File: config.mk
export PLATFORM = sky130hd
export DESIGN_NAME = span6_counter
export DESIGN_NICKNAME = d
export VERILOG_FILES = /design/src/rtl/span6_pkg.sv /design/src/rtl/span6_core.sv /design/src/rtl/span6_ctrl.sv /design/src/rtl/span6_arb.sv /design/src/rtl/span6_counter.sv
export SDC_FILE = /design/constraint.sdc
export NUM_CORES = 1
export LEC_CHECK = 0
export ABC_AREA = 1
export BUFFER_PORTS_ARGS = -buffer_cell sky130_fd_sc_hd__buf_2
export CORE_MARGIN = 5
export CORE_UTILIZATION = 30
export DETAILED_ROUTE_END_ITERATION = 10
export PLACE_DENSITY = 0.56
export SLEW_MARGIN = 10
export SYNTH_ARGS = -nofsm -noshare
export SYNTH_HDL_FRONTEND = slang
export SYNTH_HIERARCHICAL = 1
export SYNTH_SLANG_ARGS = --single-unit
File: constraint.sdc
create_clock -name clk -period 2.55 [get_ports clk]
set_input_delay 0.51 -clock clk [delete_from_list [all_inputs] [get_ports clk]]
set_output_delay 0.51 -clock clk [all_outputs]
set_load 0.02 [all_outputs]
File: src/rtl/span6_pkg.sv
package span6_pkg;

   typedef enum logic [1:0] {
      RM_ZERO_LOAD    = 2'b00,
      RM_ZERO_CLEAR   = 2'b01,
      RM_CARRY_RELOAD = 2'b10,
      RM_SHIFTED      = 2'b11
   } range_mode_e;

   typedef struct packed {
      logic clr;
      logic ld;
   } ctl_req_t;

endpackage

File: src/rtl/span6_core.sv
module span6_core #(
   parameter int WIDTH      = 4,
   parameter int STEP_STYLE = 1
) (
   input  logic             clk,
   input  logic             rst_n,
   input  logic             clr,
   input  logic             ld,
   input  logic             cnt,
   input  logic [WIDTH-1:0] din,
   output logic [WIDTH-1:0] q,
   output logic             co
);

   logic [WIDTH-1:0] inc_val;
   logic             at_top;
   logic [WIDTH-1:0] q_nxt;

   generate
      if (WIDTH < 2) begin : g_bad_width
         $error("span6_core: WIDTH must be at least 2");
      end
      if (STEP_STYLE == 0) begin : g_adder
         assign inc_val = q + WIDTH'(1);
         assign at_top  = &q;
      end else begin : g_toggle
         logic [WIDTH:0] tch;
         assign tch[0] = 1'b1;
         for (genvar i = 0; i < WIDTH; i++) begin : g_bit
            assign tch[i+1]   = tch[i] & q[i];
            assign inc_val[i] = q[i] ^ tch[i];
         end
         assign at_top = tch[WIDTH];
      end
   endgenerate

   always_comb begin
      if (clr)      q_nxt = '0;
      else if (ld)  q_nxt = din;
      else if (cnt) q_nxt = inc_val;
      else          q_nxt = q;
   end

   always_ff @(posedge clk) begin
      if (!rst_n) q <= '0;
      else        q <= q_nxt;
   end

   assign co = at_top & cnt;

   p_clear_zero_r2: assert property (@(posedge clk) disable iff (!rst_n)
      clr |=> (q == '0));

   p_load_value_r3: assert property (@(posedge clk) disable iff (!rst_n)
      (!clr && ld) |=> (q == $past(din)));

   p_count_step_r4: assert property (@(posedge clk) disable iff (!rst_n)
      (!clr && !ld && cnt) |=> (q == $past(q) + WIDTH'(1)));

   p_hold_r4: assert property (@(posedge clk) disable iff (!rst_n)
      (!clr && !ld && !cnt) |=> $stable(q));

   p_carry_wrap_r5: assert property (@(posedge clk) disable iff (!rst_n)
      (co && !clr && !ld) |=> (q == '0));

endmodule

File: src/rtl/span6_ctrl.sv
module span6_ctrl
   import span6_pkg::*;
#(
   parameter int WIDTH       = 4,
   parameter int SPAN        = 6,
   parameter int OFFSET_BASE = 3
) (
   input  range_mode_e      mode,
   input  logic [WIDTH-1:0] q,
   input  logic             co,
   input  logic             cnt,
   output ctl_req_t         fb,
   output logic [WIDTH-1:0] fb_val
);

   localparam int FULL = 2 ** WIDTH;
   localparam logic [WIDTH-1:0] LOW_END    = WIDTH'(SPAN - 1);
   localparam logic [WIDTH-1:0] HIGH_BASE  = WIDTH'(FULL - SPAN);
   localparam logic [WIDTH-1:0] SHIFT_BASE = WIDTH'(OFFSET_BASE);
   localparam logic [WIDTH-1:0] SHIFT_END  = WIDTH'(OFFSET_BASE + SPAN - 1);

   generate
      if (SPAN < 2 || SPAN > FULL) begin : g_bad_span
         $error("span6_ctrl: SPAN out of range for WIDTH");
      end
      if (OFFSET_BASE < 0 || OFFSET_BASE + SPAN > FULL) begin : g_bad_offset
         $error("span6_ctrl: shifted window does not fit");
      end
   endgenerate

   logic low_hit;
   logic shift_hit;

   assign low_hit   = cnt && (q == LOW_END);
   assign shift_hit = cnt && (q == SHIFT_END);

   always_comb begin
      fb     = '0;
      fb_val = '0;
      unique case (mode)
         RM_ZERO_LOAD: begin
            fb.ld  = low_hit;
            fb_val = '0;
         end
         RM_ZERO_CLEAR: begin
            fb.clr = low_hit;
         end
         RM_CARRY_RELOAD: begin
            fb.ld  = co;
            fb_val = HIGH_BASE;
         end
         RM_SHIFTED: begin
            fb.ld  = shift_hit;
            fb_val = SHIFT_BASE;
         end
         default: begin
            fb     = '0;
            fb_val = '0;
         end
      endcase
   end

endmodule

File: src/rtl/span6_arb.sv
module span6_arb
   import span6_pkg::*;
#(
   parameter int WIDTH = 4
) (
   input  logic             ext_clr,
   input  logic             ext_ld,
   input  logic [WIDTH-1:0] ext_val,
   input  ctl_req_t         fb,
   input  logic [WIDTH-1:0] fb_val,
   output logic             core_clr,
   output logic             core_ld,
   output logic [WIDTH-1:0] core_val
);

   assign core_clr = ext_clr | fb.clr;
   assign core_ld  = ext_ld | fb.ld;
   assign core_val = ext_ld ? ext_val : fb_val;

endmodule

File: src/rtl/span6_counter.sv
module span6_counter
   import span6_pkg::*;
#(
   parameter int WIDTH       = 4,
   parameter int SPAN        = 6,
   parameter int OFFSET_BASE = 3,
   parameter int STEP_STYLE  = 1
) (
   input  logic             clk,
   input  logic             rst_n,
   input  logic [1:0]       mode,
   input  logic             cnt_en,
   input  logic             ld,
   input  logic             clr,
   input  logic [WIDTH-1:0] din,
   output logic [WIDTH-1:0] count,
   output logic             carry
);

   localparam int FULL = 2 ** WIDTH;
   localparam logic [WIDTH-1:0] LOW_END   = WIDTH'(SPAN - 1);
   localparam logic [WIDTH-1:0] HIGH_BASE = WIDTH'(FULL - SPAN);
   localparam logic [WIDTH-1:0] SHIFT_BASE = WIDTH'(OFFSET_BASE);
   localparam logic [WIDTH-1:0] SHIFT_END = WIDTH'(OFFSET_BASE + SPAN - 1);

   generate
      if (STEP_STYLE < 0 || STEP_STYLE > 1) begin : g_bad_style
         $error("span6_counter: STEP_STYLE must be 0 or 1");
      end
   endgenerate

   ctl_req_t         fb;
   logic [WIDTH-1:0] fb_val;
   logic             core_clr;
   logic             core_ld;
   logic [WIDTH-1:0] core_val;

   span6_ctrl #(
      .WIDTH       (WIDTH),
      .SPAN        (SPAN),
      .OFFSET_BASE (OFFSET_BASE)
   ) u_ctrl (
      .mode   (range_mode_e'(mode)),
      .q      (count),
      .co     (carry),
      .cnt    (cnt_en),
      .fb     (fb),
      .fb_val (fb_val)
   );

   span6_arb #(.WIDTH(WIDTH)) u_arb (
      .ext_clr  (clr),
      .ext_ld   (ld),
      .ext_val  (din),
      .fb       (fb),
      .fb_val   (fb_val),
      .core_clr (core_clr),
      .core_ld  (core_ld),
      .core_val (core_val)
   );

   span6_core #(
      .WIDTH      (WIDTH),
      .STEP_STYLE (STEP_STYLE)
   ) u_core (
      .clk   (clk),
      .rst_n (rst_n),
      .clr   (core_clr),
      .ld    (core_ld),
      .cnt   (cnt_en),
      .din   (core_val),
      .q     (count),
      .co    (carry)
   );

   p_low_window_r6: assert property (@(posedge clk) disable iff (!rst_n)
      ((mode == 2'b00 || mode == 2'b01) && cnt_en && !clr && !ld && count == LOW_END)
      |=> (count == '0));

   p_clear_beats_load_r7: assert property (@(posedge clk) disable iff (!rst_n)
      (mode == 2'b01 && cnt_en && count == LOW_END) |=> (count == '0));

   p_top_window_r8: assert property (@(posedge clk) disable iff (!rst_n)
      (mode == 2'b10 && carry && !clr && !ld) |=> (count == HIGH_BASE));

   p_shift_window_r9: assert property (@(posedge clk) disable iff (!rst_n)
      (mode == 2'b11 && cnt_en && !clr && !ld && count == SHIFT_END)
      |=> (count == SHIFT_BASE));

   p_idle_hold_r10: assert property (@(posedge clk) disable iff (!rst_n)
      (!cnt_en && !clr && !ld) |=> $stable(count));

   p_ext_load_wins_r12: assert property (@(posedge clk) disable iff (!rst_n)
      (ld && !clr && !(mode == 2'b01 && cnt_en && count == LOW_END))
      |=> (count == $past(din)));

endmodule

After elaboration in Yosys (flattened, before gate mapping)
Index checks and enable logic that the tools add are counted.
- ROM bits: 0
- bits in writable memories: 0
- flip-flop bits (word level): 4
- memories: 0
- latch bits: 0
- output and inout bits: 5
- mux-type cells: 6
- equality and inequality tests: 5
- bitwise gates (word level): 11
- add/sub/neg operators: 0
- shifts and indexed selects: 0
- reduce and logical (&&, ||, !) cells: 5
- multipliers: 0
- div/mod/pow operators: 0
- $lt $le $gt $ge: 0
- operators by type and width (kind ; count):
    $mux W4 ; 3
    $pmux W4 S2 ; 1
    $and A1 B1 Y1 ; 4
    $eq A2 B2 Y1 const B ; 2
    $eq A4 B3 Y1 const B ; 1
    $eq A4 B4 Y1 const B ; 1
    $pmux W1 S3 ; 1
    $xor A1 B1 Y1 ; 3
    $eq A2 B1 Y1 const B ; 1
    $logic_and A1 B1 Y1 ; 2
    $logic_not A2 Y1 ; 1
    $not A1 Y1 ; 2
    $or A1 B1 Y1 ; 2
    $reduce_bool A2 Y1 ; 1
    $reduce_or A2 Y1 ; 1
    $mux W1 ; 1

Depth between registers and ports, before layout
Gate-level depths: netlist (run 1).
- depth in word-level cells: 7
- depth in mapped cells: 13

Modules after synthesis
The synthesis (run 1) kept the hierarchy.
- by module, submodules not included (module ; sequential area each (um^2) ; times used ; cells each ; area an instance (um^2)):
    span6_core ; 80.1 ; 1 ; 37 ; 245.2
    span6_ctrl ; 0.0 ; 1 ; 25 ; 103.8
    span6_arb ; 0.0 ; 1 ; 15 ; 61.3

Least setup slack after synthesis (run 1)
OpenSTA, ideal clock, no wires.
- path type: reg2reg
- start point: reg u_core.q[0]
- end point: reg u_core.q[0]
- path slack: 0.577 ns
- data required time: 2.494 ns
- buffers on the path: 0
- data arrival time: 1.917 ns
- stages on the path, launching flop included: 14
- library setup time: 0.056 ns
- cell sequence: dfxtp_1 ha_1 ha_1 ha_1 nand2_1 inv_1 nand2_1 nand3_1 or2_1 nor2_2 nand2_1 nand3_1 nand2_1 inv_1
- RTL lines (element ; RTL line ; text):
    start, declared ; span6_core.sv:11 ; output logic [WIDTH-1:0] q,
    start signal, assigned ; span6_core.sv:46 ; else q <= q_nxt;

==> flow_metrics.env, run 1 <==
export IMPL_syn_area_sq_um=410
export IMPL_cts_sinks=4
export IMPL_cts_buffer_depth=2
export IMPL_clkLatencyLatePin_ns=0.23
export IMPL_drt_pass1_iterations=4
export IMPL_yosysSeqAreaShare_pct=19.5
export IMPL_cts_resized=0
export IMPL_vias=471
export IMPL_crit_buf_inv=2
export IMPL_p_int_uw=136
export IMPL_cp_required_ns=2.73
export IMPL_clk_pin_slew_ns=0.04
export IMPL_syn_nets=91
export IMPL_synth_top_area_share_pct=28.4
export IMPL_synthTopCellsByArea="nand2_1 28%, dfxtp_1 20%, nand3_1 12%, inv_1 11%, ha_1 9.1%"
export IMPL_period_minus_slack_ns=1.97
export IMPL_cp_common_cell="nand2_1"
export IMPL_critPathSlowestCell="dfxtp_1"
export IMPL_cts_setup_buffers=0
export IMPL_dieArea_sq_mm=0.00221
export IMPL_ios=16
export IMPL_tns_ns=0
export IMPL_drt_wl_total_um=973
export IMPL_largest_reg_flops=4
export IMPL_slowest_delay_ns=0.34
export IMPL_clockPowerShare_pct=41.1
export IMPL_numCtsBuffers=3
export IMPL_finalCritPeriodShare_pct=77.1
export IMPL_drc=0
export IMPL_ys_ff_latch=4
export IMPL_r2r_end="u_core/q[0]"
export IMPL_seqPwrFrac_pct=35.7
export IMPL_status="finished, final reports clean"
export IMPL_ir_worst_vdd_mv=0.288
export IMPL_nNetsFinal=109
export IMPL_max_freq_ghz=0.509
export IMPL_cp_max_fo=6
export IMPL_place_area_sq_um=493
export IMPL_rsz0062_at_grt="false"
export IMPL_gr_total_overflow=0
export IMPL_num_antenna_cells=0
export IMPL_critPathArrivalTime_ns=2.15
export IMPL_grt_pass1_wl_um=1420
export IMPL_hp_start="u_core/q[1]"
export IMPL_post_drt_via_cell_ratio=4.36
export IMPL_worstSetupEndpointType="flop"
export IMPL_powerDensity_mw_per_mm2=371
export IMPL_dp_hpwl_um=787
export IMPL_p_comb_share_pct=23.2
export IMPL_synth_enable_flop_cells=0
export IMPL_synthToLayoutAreaGrowth_pct=25.6
export IMPL_antenna_left=0
export IMPL_drv_cap=0
export IMPL_setup_viol=0
export IMPL_cts_htree_levels=1
export IMPL_port_buffers=15
export IMPL_async_flop_share_pct=0
export IMPL_cts_root_buf="clkbuf_4"
export IMPL_final_setup_skew_ns=0.00234
export IMPL_dieWidth_um=47.0
export IMPL_worstSetupStartpointType="flop"
export IMPL_critical_path_top_delay_family="simple AND/OR/NAND/NOR gates"
export IMPL_ys_flop_type="dfxtp_1"
export IMPL_ys_warn_count=6
export IMPL_synth_largest_area_cell="nand2_1"
export IMPL_die_y_um=47.0
export IMPL_holdPathEnd="u_core/q[1]"
export IMPL_p_leak_uw=0.000349
export IMPL_grt_antenna_before_repair=0
export IMPL_finalMaxSlewViolations=0
export IMPL_swShare_pct=28.8
export IMPL_netSwitchingPower_uw=55.1
export IMPL_rows=13
export IMPL_gp_congestion=0.711
export IMPL_wire_per_inst_um=9.01
export IMPL_synth_area_per_cell_sq_um=5.33
export IMPL_top_register="u_core/q"
export IMPL_ys_types=14
export IMPL_grt_max_degree=9
export IMPL_layout_drive_gt1_share_pct=24.7
export IMPL_report_final_hold_viol_count=0
export IMPL_drt_first_iter_violations=17
export IMPL_r2r_start="u_core/q[0]"
export IMPL_hold_class="flop to flop"
export IMPL_stdcell_area_sq_um=515
export IMPL_reg2reg_depth=13
export IMPL_cts_tree="built"
export IMPL_grt_total_usage_pct=9.06
export IMPL_path_cells="ha_1 > ha_1 > ha_1 > nand2_1 > inv_1 > nand2_1 > nand3_1 > or2_1 > nor2_2 > nand2_1 > nand3_1 > nand2_1 > inv_1"
export IMPL_reg_largest_list="u_core/q (4)"
export IMPL_crit_type="flop to flop"
export IMPL_core_area_sq_mm=0.00130
export IMPL_synth_cells=77
export IMPL_grt_pass1_vias=376
export IMPL_worst_hold_path_num_cells=4
export IMPL_holdBufCountCts=0
export IMPL_rrSetupSlack_ns=0.58
export IMPL_initial_core_util_pct=31.5
==> routing by layer <==
| metal | GRT usage, % | routed length, um | vias to the layer above |
|---|---|---|---|
| met1 | 10.5 | 460 | 201 |
| met2 | 14.9 | 467 | 8 |
| li1 | - | - | 262 |
| met3 | 3.83 | 45 | 0 |
| met5 | 0 | 0 | - |
| met4 | 3.31 | 0 | 0 |
==> power groups by stage <==
stage	registers, uW	logic [uW]	clock network [uW]
floorplan	71.5	25.5	0
global placement	69.3	44.1	0
detailed placement	69.2	44.3	0
CTS	68.2	44.5	79.3
global route	68.5	51.1	82.8
finish	68.2	44.3	78.5
==> layout make-up <==
| cell class | count | area (sq um) |
|---|---|---|
| clock buffers | 3 | 22.5 |
| fillers | 167 | 786 |
| inverters | 14 | 52.6 |
| multi-input cells | 57 | 267 |
| flip-flops and latches | 4 | 80.1 |
| well taps | 15 | 18.8 |
| repair buffers | 15 | 75.1 |
==> cells in the final DEF (no fill, tap or decap) <==
cell type,count
inv_2,2
ha_1,3
inv_1,12
nor2_1,7
or2_1,1
clkbuf_4,3
nor2_2,2
dfxtp_1,4
conb_1,1
nand3b_1,1
buf_2,15
nand2_1,31
or2_2,1
nand3_1,10
==> synth_stat cells (2+ instances only) <==
master and count:
nor2_1 7, dfxtp_1 4, inv_2 2, nand2_1 31
nor2_2 2, inv_1 12, nand3_1 10, ha_1 3
==> metrics by stage <==
step                power [uW]  hold WS, ns  instances  util (%)  worst slack, ns
finish                     191        0.600        108      39.6            0.585
global route               202        0.644        108      39.6            0.479
CTS                        192        0.603        108      39.6            0.597
detailed placement         114        0.597        105      37.9            0.615
global placement           113        0.603        105      37.9            0.621
floorplan                 97.0        0.650         77         -            0.577
==> cells by family after synthesis <==
family / after synthesis / share of synthesized area [%]
flops: 4 / 19.5
buf+inv: 16 / 15.5
simple gates: 53 / 54.9
fa+ha+maj: 3 / 9.15
other cells: 1 / 0.914
==> worst max path at each step <==
stage	startpoint	cells after the start	endpoint
after detailed placement	u_core/q[0]	13	u_core/q[0]
after global routing	u_core/q[0]	13	u_core/q[2]
final	u_core/q[0]	13	u_core/q[0]
after floorplan	u_core/q[0]	13	u_core/q[0]
after global placement	u_core/q[0]	13	u_core/q[0]
after CTS	u_core/q[0]	13	u_core/q[0]
==> worst reg2reg max path, stage by stage (launching register included) <==
cell and delay, ns:
dfxtp_1 0.34, ha_1 0.21, ha_1 0.17, ha_1 0.17, nand2_1 0.06, inv_1 0.04
nand2_1 0.05, nand3_1 0.07, or2_1 0.29, nor2_2 0.22, nand2_1 0.08, nand3_1 0.09
nand2_1 0.05, inv_1 0.05
Note: power is estimated with default switching activity, not from simulation.
==> run 2: changes to the inputs <==
ABC_AREA = 0   (was 1)
CORE_AREA = 5 5 42 44   (was default)
CORE_MARGIN = default   (was 5)
CORE_UTILIZATION = default   (was 30)
DIE_AREA = 0 0 47 49   (was default)
PLACE_DENSITY = 0.55   (was 0.56)
clock period = 1.9 ns   (was 2.55 ns; I/O delays follow)
==> run 2 against run 1 <==
Power increased by 40%. Worst setup slack got worse by 0.50 ns. Clock power increased by 35%. Highest routed layer is now met4.
==> flow_metrics.env, run 2 <==
export IMPL_status="finished, final reports clean"
export IMPL_ys_warn_count=6
export IMPL_cts_buffer_depth=2
export IMPL_placedCellCount=74
export IMPL_cp_max_fo=5
export IMPL_clkLatencyLatePin_ns=0.24
export IMPL_grt_pass1_vias=338
export IMPL_setup_viol=0
export IMPL_synth_cells=43
export IMPL_cts_tree="built"
export IMPL_holdWs_ns=0.508
export IMPL_grt_antenna_before_repair=0
export IMPL_async_flop_share_pct=0
export IMPL_fill_cells=152
export IMPL_antenna_left=0
export IMPL_clk_pin_slew_ns=0.04
export IMPL_dieWidth_um=47
export IMPL_synth_enable_flop_cells=0
export IMPL_cts_root_buf="clkbuf_4"
export IMPL_synth_top_area_share_pct=20.8
export IMPL_period_minus_slack_ns=1.81
export IMPL_cts_sinks=4
export IMPL_initial_core_util_pct=27.4
export IMPL_ios=16
export IMPL_holdBufCountCts=0
export IMPL_critical_path_top_delay_family="simple AND/OR/NAND/NOR gates"
export IMPL_syn_area_sq_um=384
export IMPL_core_area_sq_mm=0.00140
export IMPL_hold_class="input pin to flop"
export IMPL_finalMaxSlewViolations=0
export IMPL_yosysMostFrequentCell="nor2b_1"
export IMPL_top_register="u_core/q"
export IMPL_worstSetupEndpointType="flop"
export IMPL_yosysSeqAreaShare_pct=20.8
export IMPL_rows=14
export IMPL_ir_worst_vdd_mv=0.286
export IMPL_p_leak_uw=0.000264
export IMPL_powerDensity_mw_per_mm2=517
export IMPL_place_area_sq_um=483
export IMPL_netlist_top_cells_count="6 x nor2b_1, 4 x a211oi_1, 4 x dfxtp_1, 4 x mux2_2"
export IMPL_synthToLayoutAreaGrowth_pct=34.9
export IMPL_critPathSlowestCell="dfxtp_2"
export IMPL_dp_hpwl_um=707
export IMPL_nNetsFinal=77
export IMPL_crit_type="flop to flop"
export IMPL_stdcell_area_sq_um=518
export IMPL_drt_pass1_iterations=4
export IMPL_final_setup_skew_ns=0.00179
export IMPL_layout_drive_gt1_share_pct=57.4
export IMPL_drt_first_iter_violations=2
export IMPL_synthTopCellsByArea="dfxtp_1 21%, mux2_2 12%, ha_1 9.8%, nor2b_1 9.8%, mux2i_1 7.8%"
export IMPL_gr_total_overflow=0
export IMPL_syn_nets=57
export IMPL_cp_required_ns=2.06
export IMPL_cts_htree_levels=1
export IMPL_port_buffers=15
export IMPL_fin_ws_ns=0.0882
export IMPL_gp_congestion=0.695
export IMPL_dieArea_sq_mm=0.00230
export IMPL_critPathArrivalTime_ns=1.97
export IMPL_multi_input_area_sq_um=288
export IMPL_post_drt_via_cell_ratio=4.44
export IMPL_die_y_um=49
export IMPL_total_power_uw=268
export IMPL_finalCritPeriodShare_pct=95.4
export IMPL_grt_max_degree=7
export IMPL_ys_types=21
export IMPL_synth_largest_area_cell="dfxtp_1"
export IMPL_cp_common_cell="ha_1"
export IMPL_wire_per_inst_um=11.3
export IMPL_mostFrequentLayoutCell="buf_2"
export IMPL_grt_pass1_wl_um=1410
export IMPL_vias=342
export IMPL_regArea_sq_um=82.6
export IMPL_worstSetupStartpointType="flop"
export IMPL_synth_area_per_cell_sq_um=8.93
export IMPL_grt_total_usage_pct=8.95
export IMPL_drc=0
export IMPL_final_cell_mix="15 x buf_2, 6 x nor2b_1, 4 x mux2_2"
export IMPL_report_final_hold_viol_count=0
export IMPL_num_antenna_cells=0
export IMPL_crit_buf_inv=0
export IMPL_ys_ff_latch=4
export IMPL_cts_setup_buffers=0
export IMPL_path_cells="ha_1 > ha_1 > ha_1 > and2_4 > nand2_1 > o211ai_2 > or2_4 > nor2b_1 > a211oi_2"
export IMPL_reg_largest_list="u_core/q (4)"
export IMPL_slowest_delay_ns=0.31
export IMPL_drv_cap=0
export IMPL_drt_wl_total_um=872
export IMPL_post_place_ws_ns=-0.0298
export IMPL_ys_flop_type="dfxtp_1"
export IMPL_largest_reg_flops=4
export IMPL_max_freq_ghz=0.552
export IMPL_finalNonFillerCells=77
export IMPL_numCtsBuffers=3
## run 2: cell count changes after synthesis, sizes merged, moves of 6 or more
cell and delta:
nand2 -30, nand3 -9, nor2b +6, nor2 -7, inv -12
## run 2: final cells by class
type	instances	share of cell area (%)
multi-input combinational	34	55.6
sequential	4	15.9
clock buffer	3	4.35
inverter	2	1.45
tap	16	3.86
timing repair buffer	18	18.8
## run 2: through the flow
stage,utilization (%),setup TNS [ns]
2_1_floorplan,-,0
3_3_place_gp,34.5,0
3_5_place_dp,34.5,-0.0298
4_1_cts,36.4,0
5_1_grt,37.0,-0.0204
6_report,37.0,0
## run 2: worst paths after layout
path	startpoint	endpoint	depth (start not counted)	slack, ns
worst max-delay path	u_core/q[0]	u_core/q[2]	9	0.09
worst min-delay path	rst_n	u_core/q[1]	3	0.51
worst max register to register	u_core/q[0]	u_core/q[2]	9	0.09
worst min register to register	u_core/q[3]	u_core/q[3]	2	0.62
## run 2: metal layers
layer	wire, um	track usage, %	up-vias
met5	0	0	-
met2	394	10.6	13
met4	27	6.91	0
met1	373	11.5	142
met3	77	4.80	4
li1	-	-	183
## run 2: what timing repair did
action	4_1_cts	5_1_grt
pin swaps	0	1
resized for setup	1	2
endpoints found under the setup margin	1	4
## run 2: kinds of logic (layout without fill, tap and decap cells)
kind of cell	after synthesis	count (layout)	synth area share, %
multiplexers	7	7	19.5
adder cells (fa/ha/maj)	3	3	9.77
AO/OA/AOI/OAI	5	5	11.1
other	1	1	0.976
buffers and inverters	5	23	7.82
XOR/XNOR	1	1	2.28
flip-flops	4	4	20.8
AND/OR/NAND/NOR	17	17	27.7
## run 2: where the power goes
part / switching [uW] / internal (uW) / total, uW / leakage, uW
sequential: 2.71 / 89.2 / 91.9 / 0.0000336
clock: 35.0 / 70.7 / 106 / 0.0000138
combinational: 34.0 / 36.3 / 70.3 / 0.000216
total: 71.8 / 196 / 268 / 0.000264
## run 2: worst register-to-register path, delay by kind of cell, from the launching register on
family | cells | cell delay [ns]
fa+ha+maj | 3 | 0.54
compound gates | 2 | 0.26
simple gates | 4 | 0.60
flops | 1 | 0.31
